$ cat src/rtl/cmu_pkg.sv
package cmu_pkg;

   localparam logic [3:0] CMU_OFF    = 4'b0000;
   localparam logic [3:0] CMU_TOGGLE = 4'b0010;
   localparam logic [3:0] CMU_SET    = 4'b1000;
   localparam logic [3:0] CMU_CLEAR  = 4'b1001;
   localparam logic [3:0] CMU_SWINT  = 4'b1010;
   localparam logic [3:0] CMU_SPEV   = 4'b1011;

   // Decoded action for the current mode code
   typedef struct packed {
      logic off;      // unit disabled, state held at reset
      logic flag;     // match sets the interrupt flag
      logic pin_set;  // match drives pin high
      logic pin_clr;  // match drives pin low
      logic pin_tgl;  // match inverts pin
      logic spev;     // match fires the special event
      logic drive;    // unit owns the pin
   } cmu_act_t;

endpackage

$ cat src/rtl/cmu_mode_dec.sv
module cmu_mode_dec
   import cmu_pkg::*;
(
   input  logic [3:0] mode,
   output cmu_act_t   act
);

   always_comb begin
      act = '0;
      unique case (mode)
         CMU_OFF:    act.off = 1'b1;
         CMU_TOGGLE: begin act.flag = 1'b1; act.pin_tgl = 1'b1; act.drive = 1'b1; end
         CMU_SET:    begin act.flag = 1'b1; act.pin_set = 1'b1; act.drive = 1'b1; end
         CMU_CLEAR:  begin act.flag = 1'b1; act.pin_clr = 1'b1; act.drive = 1'b1; end
         CMU_SWINT:  act.flag = 1'b1;
         CMU_SPEV:   begin act.flag = 1'b1; act.spev = 1'b1; end
         default:    act = '0;   // reserved, capture and PWM codes
      endcase
   end


   pin_owner_chk: assert final (act.drive == (act.pin_set | act.pin_clr | act.pin_tgl));

endmodule

$ cat src/rtl/cmu_match_det.sv
module cmu_match_det #(
   parameter int unsigned TMR_W    = 16,
   parameter bit          ONE_SHOT = 1'b1
) (
   input  logic             clk,
   input  logic             rst_n,
   input  logic             off,
   input  logic [TMR_W-1:0] tmr_val,
   input  logic [TMR_W-1:0] cmp_val,
   output logic             match
);

   logic eq;
   assign eq = (tmr_val == cmp_val);

   generate
      if (ONE_SHOT) begin : g_edge
         logic eq_q;
         always_ff @(posedge clk or negedge rst_n) begin
            if (!rst_n)   eq_q <= 1'b0;
            else if (off) eq_q <= 1'b0;
            else          eq_q <= eq;
         end
         assign match = eq & ~eq_q;


         // match_once_chk
         match_once_chk: assert property (@(posedge clk) disable iff (!rst_n)
            (match && !off) |=> !match);
      end else begin : g_level
         assign match = eq;
      end
   endgenerate

endmodule

$ cat src/rtl/cmu_act_reg.sv
module cmu_act_reg
   import cmu_pkg::*;
#(
   parameter bit PIN_RST_VAL = 1'b0
) (
   input  logic     clk,
   input  logic     rst_n,
   input  cmu_act_t act,
   input  logic     match,
   input  logic     adc_en,
   input  logic     flag_clr,
   output logic     pin_out,
   output logic     irq_flag,
   output logic     tmr_rst,
   output logic     adc_start
);

   logic hit;
   assign hit = match & ~act.off;

   always_ff @(posedge clk or negedge rst_n) begin
      if (!rst_n) begin
         pin_out   <= PIN_RST_VAL;
         irq_flag  <= 1'b0;
         tmr_rst   <= 1'b0;
         adc_start <= 1'b0;
      end else if (act.off) begin
         pin_out   <= PIN_RST_VAL;
         irq_flag  <= 1'b0;
         tmr_rst   <= 1'b0;
         adc_start <= 1'b0;
      end else begin
         tmr_rst   <= hit & act.spev;
         adc_start <= hit & act.spev & adc_en;
         if (hit && act.flag) irq_flag <= 1'b1;
         else if (flag_clr)   irq_flag <= 1'b0;
         if (hit) begin
            if (act.pin_set)      pin_out <= 1'b1;
            else if (act.pin_clr) pin_out <= 1'b0;
            else if (act.pin_tgl) pin_out <= ~pin_out;
         end
      end
   end


   // adc_with_reset_chk
   adc_with_reset_chk: assert property (@(posedge clk) disable iff (!rst_n)
      adc_start |-> tmr_rst);


   // tmr_rst_cause_chk
   tmr_rst_cause_chk: assert property (@(posedge clk) disable iff (!rst_n)
      tmr_rst |-> $past(hit && act.spev));


   // flag_sticky_chk
   flag_sticky_chk: assert property (@(posedge clk) disable iff (!rst_n)
      $fell(irq_flag) |-> $past(flag_clr || act.off));


   // flag_cause_chk
   flag_cause_chk: assert property (@(posedge clk) disable iff (!rst_n)
      $rose(irq_flag) |-> $past(hit && act.flag));


   // pin_hold_chk
   pin_hold_chk: assert property (@(posedge clk) disable iff (!rst_n)
      !$stable(pin_out) |-> $past(act.drive || act.off));

endmodule

$ cat src/rtl/cmu_compare_unit.sv
module cmu_compare_unit
   import cmu_pkg::*;
#(
   parameter int unsigned TMR_W       = 16,
   parameter bit          ONE_SHOT    = 1'b1,
   parameter bit          PIN_RST_VAL = 1'b0
) (
   input  logic             clk,
   input  logic             rst_n,
   input  logic [TMR_W-1:0] tmr_val,
   input  logic [TMR_W-1:0] cmp_val,
   input  logic [3:0]       mode,
   input  logic             adc_en,
   input  logic             flag_clr,
   output logic             pin_out,
   output logic             pin_en,
   output logic             irq_flag,
   output logic             tmr_rst,
   output logic             adc_start
);

   generate
      if (TMR_W < 2 || TMR_W > 64) begin : g_bad_width
         $error("cmu_compare_unit: TMR_W must lie in 2..64");
      end
   endgenerate

   cmu_act_t act;
   logic     match;

   cmu_mode_dec u_dec (
      .mode (mode),
      .act  (act)
   );

   cmu_match_det #(
      .TMR_W    (TMR_W),
      .ONE_SHOT (ONE_SHOT)
   ) u_det (
      .clk     (clk),
      .rst_n   (rst_n),
      .off     (act.off),
      .tmr_val (tmr_val),
      .cmp_val (cmp_val),
      .match   (match)
   );

   cmu_act_reg #(
      .PIN_RST_VAL (PIN_RST_VAL)
   ) u_act (
      .clk       (clk),
      .rst_n     (rst_n),
      .act       (act),
      .match     (match),
      .adc_en    (adc_en),
      .flag_clr  (flag_clr),
      .pin_out   (pin_out),
      .irq_flag  (irq_flag),
      .tmr_rst   (tmr_rst),
      .adc_start (adc_start)
   );

   assign pin_en = act.drive;


   // off_state_chk
   off_state_chk: assert property (@(posedge clk) disable iff (!rst_n)
      $past(mode == CMU_OFF) |-> (!irq_flag && !tmr_rst && !adc_start && pin_out == PIN_RST_VAL));

endmodule

$ cat config.mk
export PLATFORM = sky130hd
export DESIGN_NAME = cmu_compare_unit
export DESIGN_NICKNAME = d
export VERILOG_FILES = /design/src/rtl/cmu_pkg.sv /design/src/rtl/cmu_mode_dec.sv /design/src/rtl/cmu_match_det.sv /design/src/rtl/cmu_act_reg.sv /design/src/rtl/cmu_compare_unit.sv
export SDC_FILE = /design/constraint.sdc
export NUM_CORES = 1
export LEC_CHECK = 0
export ABC_AREA = 1
export BUFFER_PORTS_ARGS = -buffer_cell sky130_fd_sc_hd__buf_2
export CAP_MARGIN = 10
export CORE_MARGIN = 1.5
export CORE_UTILIZATION = 39
export DETAILED_ROUTE_END_ITERATION = 8
export GPL_TIMING_DRIVEN = 0
export PLACE_DENSITY = 0.75
export RECOVER_POWER = 25
export SETUP_SLACK_MARGIN = 0.5
export SYNTH_ARGS = -nofsm -noshare
export SYNTH_HDL_FRONTEND = slang
export SYNTH_SLANG_ARGS = --single-unit
$ cat constraint.sdc
create_clock -name clk -period 0.8 [get_ports clk]
set_input_delay 0.08 -clock clk [delete_from_list [all_inputs] [get_ports clk]]
set_output_delay 0.08 -clock clk [all_outputs]
set_load 0.1 [all_outputs]
==> flow_summary_export.csv <==
group,metric,value,unit
run_status,status,"complete, but fails checks",
run_status,violations,"negative hold slack, negative setup slack",
sta,worst_slack,-0.2198,ns
logic_synthesis,avgSynthCellArea,4.799,µm²
layout,diodes,0,
cts,ctsLongestPathBuffers,2,
global_routing,grt_pass1_wl,3429,µm
worst_setup_path,worstSetupPathDepth,1,
sta,finalCriticalPeriod,1.020,ns
detailed_routing,via_per_inst,4.455,
sta,tightestPinTransition,0.2806,ns
job,drv_cap,0,
worst_setup_path,r2r_cells,4,
global_routing,grtUsageTotal,21.02,%
logic_synthesis,synth_top_family_by_area,"simple AND/OR/NAND/NOR gates",
worst_setup_path,cp.arrival,0.94,ns
die,die-area,2217,µm²
worst_setup_path,cpLargestDelayFamily,"flip-flops",
die,die_height,47.09,µm
die,coreArea,1783,µm²
worst_setup_path,r2r_slack,-0.18,ns
sta,fmax,980.6,MHz
layout,nets,251,
power_and_ir_drop,power_leakage,0.8608,nW
die,start_util,42.53,%
placed_design,gp_congestion,0.7695,
logic_synthesis,synthMuxAreaShare,0,%
logic_synthesis,yosysWarnings,0,
layout,layout-drive-gt1-share,51.43,%
hold_path,hp-class,"in -> async",
detailed_routing,wl_per_cell,10.96,µm
global_routing,grt_max_degree,6,
worst_setup_path,worst_path_largest_cell_delay,0.50,ns
logic_synthesis,ys_seq_area_share,16.50,%
logic_synthesis,synth_async_sr_flop_share,100.0,%
logic_synthesis,ys_ff_latch,5,
logic_synthesis,synth_common_cells,"71 x nand2_1, 42 x inv_1, 21 x nor2_1, 5 x dfrtp_1, 4 x xnor2_1",
detailed_routing,ant_nets,0,
cts,cts_tree,"done",
sta,fin_skew,0.01590,ns
cts,clk_latency,0.26,ns
logic_synthesis,yosysUniqueCellTypes,15,
cts,cts.sinks,5,
detailed_routing,dr.first_iter.drc_count,6,
logic_synthesis,synth_edf_count,0,
sta,maxSlewHeadroom,81.29,%
cts,path_clk_slew,0.06,ns
worst_setup_path,start_kind,"flop",
power_and_ir_drop,ir_drop,0.0005654,V
logic_synthesis,synthSimpleGateAreaFrac,55.12,%
logic_synthesis,synth.cell_area,758.2,µm²
worst_setup_path,crit_fanout,2,
global_routing,overflow,0,
placed_design,hpwl,1561,µm
cts,htreeDepth,1,
worst_setup_path,crit_buf_inv,1,
detailed_routing,wl_met3,103,µm
global_routing,grt_pass1_vias,960,
detailed_routing,vias,1047,
detailed_routing,drc,0,
sta,holdWs,-0.3404,ns
die,num_rows,15,
sta,fin_crit_sh,127.5,%
worst_setup_path,crit_slowest_cell,"dfrtp_4",
placed_design,postPlaceCellArea,1061,µm²
power_and_ir_drop,p_per_area,815.8,nW/µm²
layout,post-route-cell-area,1486,µm²
logic_synthesis,synthXorXnorAreaFrac,5.776,%
logic_synthesis,syn_inst,158,
worst_setup_path,worstReg2RegStart,"u_act.pin_out",
sta,rsz0062_at_grt,"true",
logic_synthesis,synth_compound_area_share,1.320,%
logic_synthesis,yosysTopAreaCellShare,35.15,%
worst_setup_path,cp-end-kind,"primary output",
cts,numCtsBuffers,3,
sta,drv_slew,0,
logic_synthesis,synth_fp_nets,198,
detailed_routing,top_layer_used,"met4",
layout,area_growth,96.04,%
detailed_routing,wl_met1,880,µm
worst_setup_path,crit_chain,"buf_12",
die,die_width,47.09,µm
logic_synthesis,synth_flop_cell,"dfrtp_1",
logic_synthesis,synth.area.top_cells,"nand2_1 35%, inv_1 21%, dfrtp_1 17%, nor2_1 10%, xnor2_1 4.6%",
worst_setup_path,crit_type,"reg -> out",
detailed_routing,first_pass_iters,4,
detailed_routing,drt_wl_total,2575,µm
detailed_routing,route.met2.wl,1541,µm
logic_synthesis,synth_fa_ha_area_share,0,%
cts,clockRootBuffer,"clkbuf_4",
die,pin_count,45,
worst_setup_path,cp.required,0.72,ns
logic_synthesis,yosys.area.top_type,"nand2_1",
global_routing,antenna_found_initial,0,
sta,finalHoldViolCount,5,
worst_setup_path,r2r_end,"u_act.pin_out",
placed_design,port_buffers,44,
logic_synthesis,yosysMostFrequentCell,"nand2_1",
sta,finalSetupViolCount,9,
==> layer usage <==
metal | up-vias | track usage, %
li1 | 550 | -
met1 | 456 | 20.23
met2 | 33 | 46.03
met3 | 8 | 2.692
met4 | 0 | 3.333
met5 | - | 0
==> through the flow <==
step	util [%]	std cells	TNS [ns]	power (mW)	setup WS (ns)
2_1_floorplan	-	158	-0.2443	0.5124	-0.1559
3_3_place_gp	59.51	227	-1.459	0.6600	-0.3094
3_5_place_dp	59.51	227	-1.749	0.6789	-0.3258
4_1_cts	77.89	233	-0.9052	1.110	-0.1797
5_1_grt	83.37	235	-1.321	1.301	-0.2338
6_report	83.37	235	-1.015	1.213	-0.2198
==> layout make-up <==
| type | count | area (µm²) |
|---|---|---|
| well taps | 25 | 31.28 |
| clock buffers | 4 | 26.28 |
| fillers | 110 | 296.5 |
| multi-input cells | 110 | 600.6 |
| repair buffers | 48 | 526.8 |
| flip-flops and latches | 5 | 140.1 |
| inverters | 43 | 161.4 |
==> cell families after synthesis <==
group,Yosys count
AOI/OAI and AO/OA,2
DFF,5
buffers and inverters,43
and+or+nand+nor,103
xor gates and xnor gates,5
==> cells in the final DEF (no fill, tap or decap) <==
master,n
nand2_4,1
buf_12,5
nand2_2,17
nand3_2,1
buf_4,4
nand2_1,52
clkbuf_4,3
dfrtp_4,4
inv_2,20
nand3_1,3
nand2_8,1
a21oi_2,1
buf_2,8
xor2_1,1
xnor2_2,3
nor2_4,3
dfrtp_1,1
nor3_4,1
buf_8,4
nand4_1,1
clkbuf_1,2
nand3b_1,1
nor2_1,15
xnor2_1,1
buf_6,26
inv_1,23
nor3_1,1
nor2_2,6
a21oi_1,1
==> timing repair <==
action / in CTS / in global routing
setup buffers: 2 / 2
endpoints found under the setup margin: 10 / 10
gates resized for setup: 74 / 31
pin swaps: 42 / 28
hold endpoints to repair: 5 / 5
==> sequential cells by signal, indices dropped and copies added (netlist names) <==
signal,cells
u_det.g_edge.eq_q,1
u_act.irq_flag,1
u_act.tmr_rst,1
u_act.adc_start,1
u_act.pin_out,1
==> how the worst max path moves through the flow <==
stage	endpoint	from
final	pin_out	u_act.pin_out
after global routing	pin_out	u_act.pin_out
after global placement	pin_en	mode[0]
after detailed placement	pin_en	mode[0]
after floorplan	u_act.pin_out	u_act.pin_out
after CTS	irq_flag	u_act.irq_flag
==> where the power goes <==
group | switching [mW] | leakage [nW] | internal (mW)
clock network | 0.136 | 0.0150 | 0.191
registers | 0.00385 | 0.0618 | 0.258
logic | 0.304 | 0.784 | 0.320
total | 0.444 | 0.861 | 0.768
No activity file was read; power rests on OpenSTA's default activity.
